<file path="config.mk">
export PLATFORM = sky130hd
export DESIGN_NAME = interval_timer
export DESIGN_NICKNAME = d
export VERILOG_FILES = /design/src/rtl/tmr_pkg.sv /design/src/rtl/tmr_regs.sv /design/src/rtl/tmr_core.sv /design/src/rtl/tmr_irq.sv /design/src/rtl/interval_timer.sv
export SDC_FILE = /design/constraint.sdc
export NUM_CORES = 1
export LEC_CHECK = 0
export ABC_AREA = 1
export BUFFER_PORTS_ARGS = -buffer_cell sky130_fd_sc_hd__buf_2
export CAP_MARGIN = 20
export CORE_UTILIZATION = 31
export CTS_CLUSTER_SIZE = 40
export DETAILED_ROUTE_END_ITERATION = 8
export PLACE_DENSITY_LB_ADDON = 0.15
export SETUP_SLACK_MARGIN = 0.02
export SLEW_MARGIN = 20
export SYNTH_ARGS = -nofsm -noshare
export SYNTH_HDL_FRONTEND = slang
export SYNTH_SLANG_ARGS = --single-unit
</file>
<file path="constraint.sdc">
create_clock -name clk -period 4.3 [get_ports clk]
set_input_delay 0.215 -clock clk [delete_from_list [all_inputs] [get_ports clk]]
set_output_delay 0.215 -clock clk [all_outputs]
set_load 0.03 [all_outputs]
</file>
<file path="src/rtl/tmr_pkg.sv">
package tmr_pkg;
  localparam int ADDR_W = 2;
  localparam logic [ADDR_W-1:0] A_LO  = 2'd0;
  localparam logic [ADDR_W-1:0] A_HI  = 2'd1;
  localparam logic [ADDR_W-1:0] A_CTL = 2'd2;
  localparam logic [ADDR_W-1:0] A_ST  = 2'd3;
  localparam int CTL_RUN   = 0;
  localparam int CTL_SINGLE = 1;
  localparam int CTL_FORCE = 4;
  localparam int ST_FLAG = 0;
  localparam int ST_MASK = 1;
endpackage

</file>
<file path="src/rtl/tmr_regs.sv">
module tmr_regs
  import tmr_pkg::*;
#(
  parameter int BUS_W = 8,
  localparam int CNT_W = 2 * BUS_W
) (
  input  logic              clk,
  input  logic              rst,
  input  logic              wr_en,
  input  logic              rd_en,
  input  logic [ADDR_W-1:0] addr,
  input  logic [BUS_W-1:0]  wdata,
  input  logic [CNT_W-1:0]  cnt_i,
  input  logic              uf_i,
  input  logic              flag_i,
  input  logic              mask_i,
  input  logic              irq_i,
  output logic [CNT_W-1:0]  latch_o,
  output logic              run_o,
  output logic              single_o,
  output logic              load_o,
  output logic [CNT_W-1:0]  load_val_o,
  output logic              rd_clr_o,
  output logic              wr_mask_o,
  output logic [BUS_W-1:0]  rdata_o
);
  logic [BUS_W-1:0] lat_lo_q, lat_hi_q;
  logic run_q, single_q;
  logic wr_lo, wr_hi, wr_ctl;
  logic [BUS_W-1:0] st_word, ctl_word;

  always_comb begin
    wr_lo     = wr_en && (addr == A_LO);
    wr_hi     = wr_en && (addr == A_HI);
    wr_ctl    = wr_en && (addr == A_CTL);
    wr_mask_o = wr_en && (addr == A_ST);
    rd_clr_o  = rd_en && (addr == A_ST);
    load_o    = (wr_hi && !run_q) || (wr_ctl && wdata[CTL_FORCE]);
    load_val_o = wr_hi ? {wdata, lat_lo_q} : {lat_hi_q, lat_lo_q};
  end

  always_comb begin
    st_word = '0;
    st_word[ST_FLAG] = flag_i;
    st_word[ST_MASK] = mask_i;
    st_word[BUS_W-1] = irq_i;
    ctl_word = '0;
    ctl_word[CTL_RUN] = run_q;
    ctl_word[CTL_SINGLE] = single_q;
  end

  always_ff @(posedge clk) begin
    if (rst) begin
      lat_lo_q <= '1;
      lat_hi_q <= '1;
      run_q    <= 1'b0;
      single_q <= 1'b0;
      rdata_o  <= '0;
    end else begin
      if (wr_lo) lat_lo_q <= wdata;
      if (wr_hi) lat_hi_q <= wdata;
      if (wr_ctl) begin
        run_q    <= wdata[CTL_RUN];
        single_q <= wdata[CTL_SINGLE];
      end else if (uf_i && single_q) begin
        run_q <= 1'b0;
      end
      if (rd_en) begin
        unique case (addr)
          A_LO:    rdata_o <= cnt_i[BUS_W-1:0];
          A_HI:    rdata_o <= cnt_i[CNT_W-1:BUS_W];
          A_CTL:   rdata_o <= ctl_word;
          default: rdata_o <= st_word;
        endcase
      end
    end
  end

  assign latch_o  = {lat_hi_q, lat_lo_q};
  assign run_o    = run_q;
  assign single_o = single_q;

  assert_single_stop_R5: assert property (@(posedge clk) disable iff (rst)
    (uf_i && single_q && !wr_ctl) |=> !run_q);
  assert_ctl_write_R7: assert property (@(posedge clk) disable iff (rst)
    wr_ctl |=> (run_q == $past(wdata[CTL_RUN])));
endmodule

</file>
<file path="src/rtl/tmr_core.sv">
module tmr_core #(
  parameter int CNT_W = 16
) (
  input  logic             clk,
  input  logic             rst,
  input  logic             tick_i,
  input  logic             run_i,
  input  logic             single_i,
  input  logic             load_i,
  input  logic [CNT_W-1:0] load_val_i,
  input  logic [CNT_W-1:0] latch_i,
  output logic [CNT_W-1:0] cnt_o,
  output logic             uf_o
);
  logic [CNT_W-1:0] cnt_q;
  logic hold_q;
  logic step;

  always_comb begin
    step = run_i && tick_i && !load_i;
    uf_o = step && !hold_q && (cnt_q <= CNT_W'(1));
  end

  always_ff @(posedge clk) begin
    if (rst) begin
      cnt_q  <= '1;
      hold_q <= 1'b0;
    end else if (load_i) begin
      cnt_q  <= load_val_i;
      hold_q <= 1'b0;
    end else if (step) begin
      if (hold_q) begin
        hold_q <= 1'b0;
      end else if (cnt_q <= CNT_W'(1)) begin
        cnt_q  <= latch_i;
        hold_q <= !single_i;
      end else begin
        cnt_q <= cnt_q - CNT_W'(1);
      end
    end
  end

  assign cnt_o = cnt_q;

  assert_step_R3: assert property (@(posedge clk) disable iff (rst)
    (step && !hold_q && cnt_q > CNT_W'(1)) |=> (cnt_q == $past(cnt_q) - CNT_W'(1)));
  assert_idle_R3: assert property (@(posedge clk) disable iff (rst)
    (!step && !load_i) |=> $stable(cnt_q));
  assert_reload_R4: assert property (@(posedge clk) disable iff (rst)
    (uf_o && !single_i) |=> (cnt_q == $past(latch_i)) && hold_q);
  assert_repeat_R4: assert property (@(posedge clk) disable iff (rst)
    (step && hold_q) |=> $stable(cnt_q));
  assert_load_R7: assert property (@(posedge clk) disable iff (rst)
    load_i |=> (cnt_q == $past(load_val_i)));
endmodule

</file>
<file path="src/rtl/tmr_irq.sv">
module tmr_irq (
  input  logic clk,
  input  logic rst,
  input  logic early_i,
  input  logic uf_i,
  input  logic rd_clr_i,
  input  logic wr_mask_i,
  input  logic mask_bit_i,
  output logic flag_o,
  output logic mask_o,
  output logic irq_o
);
  logic pend_q, flag_q, mask_q, irq_q;
  logic set, flag_n, mask_n;

  always_comb begin
    set    = (early_i && uf_i) || pend_q;
    flag_n = set ? 1'b1 : (rd_clr_i ? 1'b0 : flag_q);
    mask_n = wr_mask_i ? mask_bit_i : mask_q;
  end

  always_ff @(posedge clk) begin
    if (rst) begin
      pend_q <= 1'b0;
      flag_q <= 1'b0;
      mask_q <= 1'b0;
      irq_q  <= 1'b0;
    end else begin
      pend_q <= uf_i && !early_i;
      flag_q <= flag_n;
      mask_q <= mask_n;
      irq_q  <= flag_n && mask_n;
    end
  end

  assign flag_o = flag_q;
  assign mask_o = mask_q;
  assign irq_o  = irq_q;

  assert_early_R8: assert property (@(posedge clk) disable iff (rst)
    (early_i && uf_i) |=> flag_q);
  assert_late_R8: assert property (@(posedge clk) disable iff (rst)
    (!early_i && uf_i) |=> ##1 flag_q);
  assert_sticky_R9: assert property (@(posedge clk) disable iff (rst)
    (flag_q && !rd_clr_i) |=> flag_q);
  assert_clear_R9: assert property (@(posedge clk) disable iff (rst)
    (rd_clr_i && !pend_q && !uf_i) |=> !flag_q);
  assert_gate_R10: assert property (@(posedge clk) disable iff (rst)
    !mask_q |-> !irq_q);
endmodule

</file>
<file path="src/rtl/interval_timer.sv">
module interval_timer
  import tmr_pkg::*;
#(
  parameter int BUS_W = 8
) (
  input  logic              clk,
  input  logic              rst,
  input  logic              cnt_en,
  input  logic              early_irq,
  input  logic              wr_en,
  input  logic              rd_en,
  input  logic [ADDR_W-1:0] addr,
  input  logic [BUS_W-1:0]  wdata,
  output logic [BUS_W-1:0]  rdata,
  output logic              irq
);
  localparam int CNT_W = 2 * BUS_W;

  logic [CNT_W-1:0] latch, cnt, load_val;
  logic run, single, load, uf, rd_clr, wr_mask, flag, mask;

  tmr_regs #(.BUS_W(BUS_W)) u_regs (
    .clk(clk), .rst(rst), .wr_en(wr_en), .rd_en(rd_en), .addr(addr),
    .wdata(wdata), .cnt_i(cnt), .uf_i(uf), .flag_i(flag), .mask_i(mask),
    .irq_i(irq), .latch_o(latch), .run_o(run), .single_o(single),
    .load_o(load), .load_val_o(load_val), .rd_clr_o(rd_clr),
    .wr_mask_o(wr_mask), .rdata_o(rdata)
  );

  tmr_core #(.CNT_W(CNT_W)) u_core (
    .clk(clk), .rst(rst), .tick_i(cnt_en), .run_i(run), .single_i(single),
    .load_i(load), .load_val_i(load_val), .latch_i(latch),
    .cnt_o(cnt), .uf_o(uf)
  );

  tmr_irq u_irq (
    .clk(clk), .rst(rst), .early_i(early_irq), .uf_i(uf),
    .rd_clr_i(rd_clr), .wr_mask_i(wr_mask), .mask_bit_i(wdata[ST_MASK - 1]),
    .flag_o(flag), .mask_o(mask), .irq_o(irq)
  );
endmodule

</file>
# Yosys cells after proc, flatten, opt, wreduce, memory -nomap -nowiden
# Index checks and enable logic that the tools add are counted.
# totals
reg_bits	47
input_bits	16
wordCells	57
# classes
add_sub_neg	1
order_cmp	1
eq_ne	4
muxes	13
reduce_logical	27
# op_table
cell	n
$mux 16	5
$pmux 8 s3	1
$le 16x1->1 const B	1
$sub 16x1->16 const B	1
$logic_and 1x1->1	15
$mux 1	7
$logic_not 1->1	5
$eq 2x2->1 const B	2
$reduce_bool 2->1	2
$eq 2x1->1 const B	1
$logic_not 2->1	1
$logic_or 1x1->1	2
$ne 2x1->1 const B	1
$reduce_and 2->1	1
$reduce_or 2->1	1

# Logic depth before layout (Yosys ltp)
# depth
depth_word	12
ltp_mapped	11
depth_no_buf	11

# By module
# From an unflattened synthesis, not the netlist that was laid out.
# unflattened
cells_unflattened	435
hier_area_um2	2870.3
# modules_own_cells
module	instances	cells_per_inst	area_each_um2	seq_area_each_um2
tmr_core	1	247	1501.4	340.3
tmr_regs	1	166	1204.9	520.5
tmr_irq	1	22	163.9	80.1

# Worst setup path before layout
# Ideal clock, no wire load.
# synth_path
path_kind	register -> register
start	reg u_core.cnt_q[0], in the netlist u_core.cnt_o[0]
end	reg u_core.cnt_q[6], in the netlist u_core.cnt_o[6]
setup_ns	0.113
arrival_ns	1.351
required_ns	4.187
setup_slack_ns	2.836
path_stages_with_launch	10
synth_period_minus_slack_ns	1.464
path_cell_list	dfxtp_1 > inv_1 > ha_1 > nand2_2 > a21oi_2 > nand2_2 > buf_2 > nand4_1 > nand3_1 > nand2_1
# synth_via
elab_chain_len	5
word_cells_on_any_way	6
classes_between	1 x add/sub; 1 x order compare; 4 x mux
# synth_lines
element	line	text
start, declared	tmr_core.sv:15	logic [CNT_W-1:0] cnt_q;
start signal, assigned	tmr_core.sv:29	cnt_q <= load_val_i;
start signal, assigned	tmr_core.sv:35	cnt_q <= latch_i;
start signal, assigned	tmr_core.sv:38	cnt_q <= cnt_q - CNT_W'(1);
$sub 16x1->16 / $le 16x1->1 (equally long branches)	tmr_core.sv:38, tmr_core.sv:34	
$mux 16 *	tmr_core.sv:34	end else if (cnt_q <= CNT_W'(1)) begin
$mux 16 *	tmr_core.sv:32	if (hold_q) begin
$mux 16 *	tmr_core.sv:31	end else if (step) begin
$mux 16 *	tmr_core.sv:28	end else if (load_i) begin
# Mark *: on every way between the ends. The rest lies on a longest branch, timed or not. The select of a mux whose other input is x is not followed.
# A chain may end at the register's enable or synchronous reset.

# Worst setup path in the final report
# layout_path
start	reg u_core.cnt_q[0], in the netlist u_core.cnt_o[0]
end	reg u_core.cnt_q[3], in the netlist u_core.cnt_o[3]
# Same word-level chain as after synthesis.

==> metrics.txt <==
Hold Violations, Final 0; most common cell type on the critical path nand2_2; met3 Resource Use GR ~2.7%; final design utilization 36.3%; relative slew slack a little over two fifths; Synth Register Bits 47; top cells by area, synth dfxtp_1 (37%), nand2_1 (15%), nand3_1 (9.6%), inv_1 (8.4%), o21ai_0 (4.5%); global route hottest layer met2; CTS max path bufs 2; # DRC 0; final worst setup slack roughly 2.3 ns; cts hold-fix bufs 0; Post-synth EDFFs 0; Peak VDD IR between 0.0001 and 0.00015 V; kind of critical path flip-flop to flip-flop; Final Instance Count excl. Fillers 512; initial antenna violation count 0; layout cells sized above 1 11.7%; status finished, final reports clean; total track usage 18.3%; number of max-cap violations 0; post-cts resize count 0; simple-gate share of the synthesized area between 30% and 40%; TritonRoute pass-1 iters 4; Seq/Total Area, Yosys 36.8%; Initial Util between 30% and 40%; met1 Usage GRT between 20% and 30%; setup violators final 0; Detail Placement HPWL 5620 um; post-synthesis adder-cell area fraction 0.978%; WP data required between 4 and 5 ns; largest net degree at the start of global routing 34; initial drt markers 140; worst-margin pin slew just under 0.9 ns; Via density just under 5; YS warnings 0; core area 7850 um^2; Hold Path Class primary input to flip-flop; Die X-Extent roughly 93 um; pwr dens ~340 nW/um^2; floorplan row count 32; clock skew roughly 0.0025 ns; syn_nets ~400; Final Power 0.000977 W; RSZ-0062 raised after global routing no; Clk Latency, worst-skew pair approximately 0.3 ns; GR Util met2 29.4%; Critical Path AT roughly 2.2 ns; final number of max-transition violations 0; die area 8620 um^2; Worst path slowest cell dfxtp_1; area leader, netlist dfxtp_1; clk sinks 47; Die H 92.9 um; overflow left after global routing 0; Synth async-reset ratio 0%; Syn Std Cell Area about 2600 um^2; Routed Antenna Nets 0; worst setup path end u_core.cnt_o[3]; compound-cell area share of the yosys netlist between 10% and 20%; nets ~430; H-tree lvl count 2; gpl congestion 0.812; FF-to-FF path depth 9; leak pwr ~1.4 nW; Worst Setup SP u_core.cnt_o[0]; CTS tree done; DR WL/cell between 10 and 15 um; origin of the critical flop-to-flop path u_core.cnt_o[0]; number of I/O port buffers 24; post-synth top area share 36.8%; first-pass GRT wire length roughly 12,000 um; CP Capture Type flip-flop; final setup TNS 0 ns; Main synth FF type dfxtp_1; min cycle time layout about 2 ns; top fanout value on the critical path 27; combinational family with the most area after synthesis simple AND/OR/NAND/NOR gates; CP max stage delay between 0.3 and 0.4 ns; R2R setup slack ~2.3 ns; Inserted Diodes 0; post-synthesis cell type count 32; crit share post-route around 46%; root buf cell clkbuf_8; placed cell count ~500; total CTS buffers 5; IO Pins 25; Reg2Reg Capture Point u_core.cnt_o[3]; vias in the first global route 2,345; via count roughly 2,500; mux share of post-synthesis cell area 0%; P&R area growth vs syn 11.4%; crit-path cells inv_1 > ha_1 > nand2_2 > a21oi_2 > nand2_2 > nand2_2 > nand2_1 > nand3_1 > nand2_1; Post-Syn Instances 390; drt total wl ~7500 um; Synth Area per Inst around 6.6 um^2; fmax around 500 MHz; Reg clk slew, reported paths 0.09 ns; Post-Place Setup Slack 2.24 ns; Startpoint Class flip-flop; xor and xnor area share after synthesis around 2.1%; post-CTS setup buffer count 0
## synthesized netlist by cell type (3+ instances only)
| cell type | count |
|---|---|
| a21oi_1 | 8 |
| buf_2 | 7 |
| dfxtp_1 | 47 |
| inv_1 | 57 |
| inv_2 | 5 |
| nand2_1 | 105 |
| nand2_2 | 3 |
| nand3_1 | 49 |
| nand4_1 | 6 |
| nor2_1 | 28 |
| nor2_2 | 5 |
| o211ai_1 | 9 |
| o21ai_0 | 23 |
| o21ai_1 | 6 |
| o221ai_1 | 4 |
| xor2_1 | 4 |
## metal layers
layer  part of all wire, %  vias to the layer above  wire (um)
met5                     0                        -          0
met4                  0.65                        0         49
met3                   3.8                        4        283
met2                    47                       46       3510
met1                    49                     1132       3650
li1                      -                     1291          -
## stage by stage
step / instance area [um^2] / hold WS, ns
3_5_place_dp: 2730 / 0.411
6_report: 2850 / 0.0939
2_1_floorplan: 2560 / 0.284
4_1_cts: 2840 / 0.0883
3_3_place_gp: 2730 / 0.414
5_1_grt: 2850 / 0.0986
## layout by cell type, fill, tap and decap left out, drive strengths merged, types with 6 or more instances in the layout
| master | synthesis | final |
|---|---|---|
| nand2 | 109 | 109 |
| inv | 62 | 62 |
| nand3 | 49 | 49 |
| dfxtp | 47 | 47 |
| nor2 | 34 | 34 |
| o21ai | 30 | 30 |
| buf | 10 | 25 |
| o211ai | 9 | 9 |
| a21oi | 9 | 9 |
| nand4 | 6 | 6 |
| clkbuf | 2 | 6 |
## state kept, by name, summed over array words and instances, names as in the netlist
register,flops
u_regs.run_o,1
u_irq.pend_q,1
u_irq.irq_o,1
u_core.hold_q,1
u_regs.rdata_o,8
u_irq.flag_o,1
u_regs.lat_hi_q,8
u_irq.mask_o,1
u_core.cnt_o,16
u_regs.single_o,1
u_regs.lat_lo_q,8
## worst max-delay path, delay by kind of cell (launching register included)
kind | cells | cell delay (ns)
buf+inv | 1 | 0.12
simple gates | 6 | 1.01
flops | 1 | 0.34
compound gates | 1 | 0.20
fa+ha+maj | 1 | 0.22
## logic make-up (layout without fill, tap and decap cells)
logic type,Yosys count,count (layout)
AO/OA/AOI/OAI,56,56
buffers and inverters,74,94
flip-flops,47,47
XOR/XNOR,6,6
adder cells (fa/ha/maj),2,2
AND/OR/NAND/NOR,205,205
## report_power, final
group	switching (W)	total [W]	internal, W
Sequential	0.0000267	0.000492	0.000465
Combinational	0.000109	0.000162	0.0000527
Clock	0.000153	0.000324	0.000171
Total	0.000289	0.000977	0.000688
## final cells by class
type                       count  area, um^2
clock buffer                   6        72.6
sequential                    47         941
multi-input combinational    269        1310
inverter                      62         233
tap                          102         128
timing repair buffer          25         135
fill                         905        5000
clock inverter                 1        30.0
## worst min path at each step
stage                          from            to  slack, ns  cells past startpoint
final                     early_irq  u_irq.pend_q       0.09                      2
after global routing      early_irq  u_irq.pend_q        0.1                      2
after CTS                 early_irq  u_irq.pend_q       0.09                      2
after detailed placement  early_irq  u_irq.pend_q       0.41                      2
after global placement    early_irq  u_irq.pend_q       0.41                      2
after floorplan                 rst  u_irq.flag_o       0.28                      1
(Power assumes the default switching activity.)
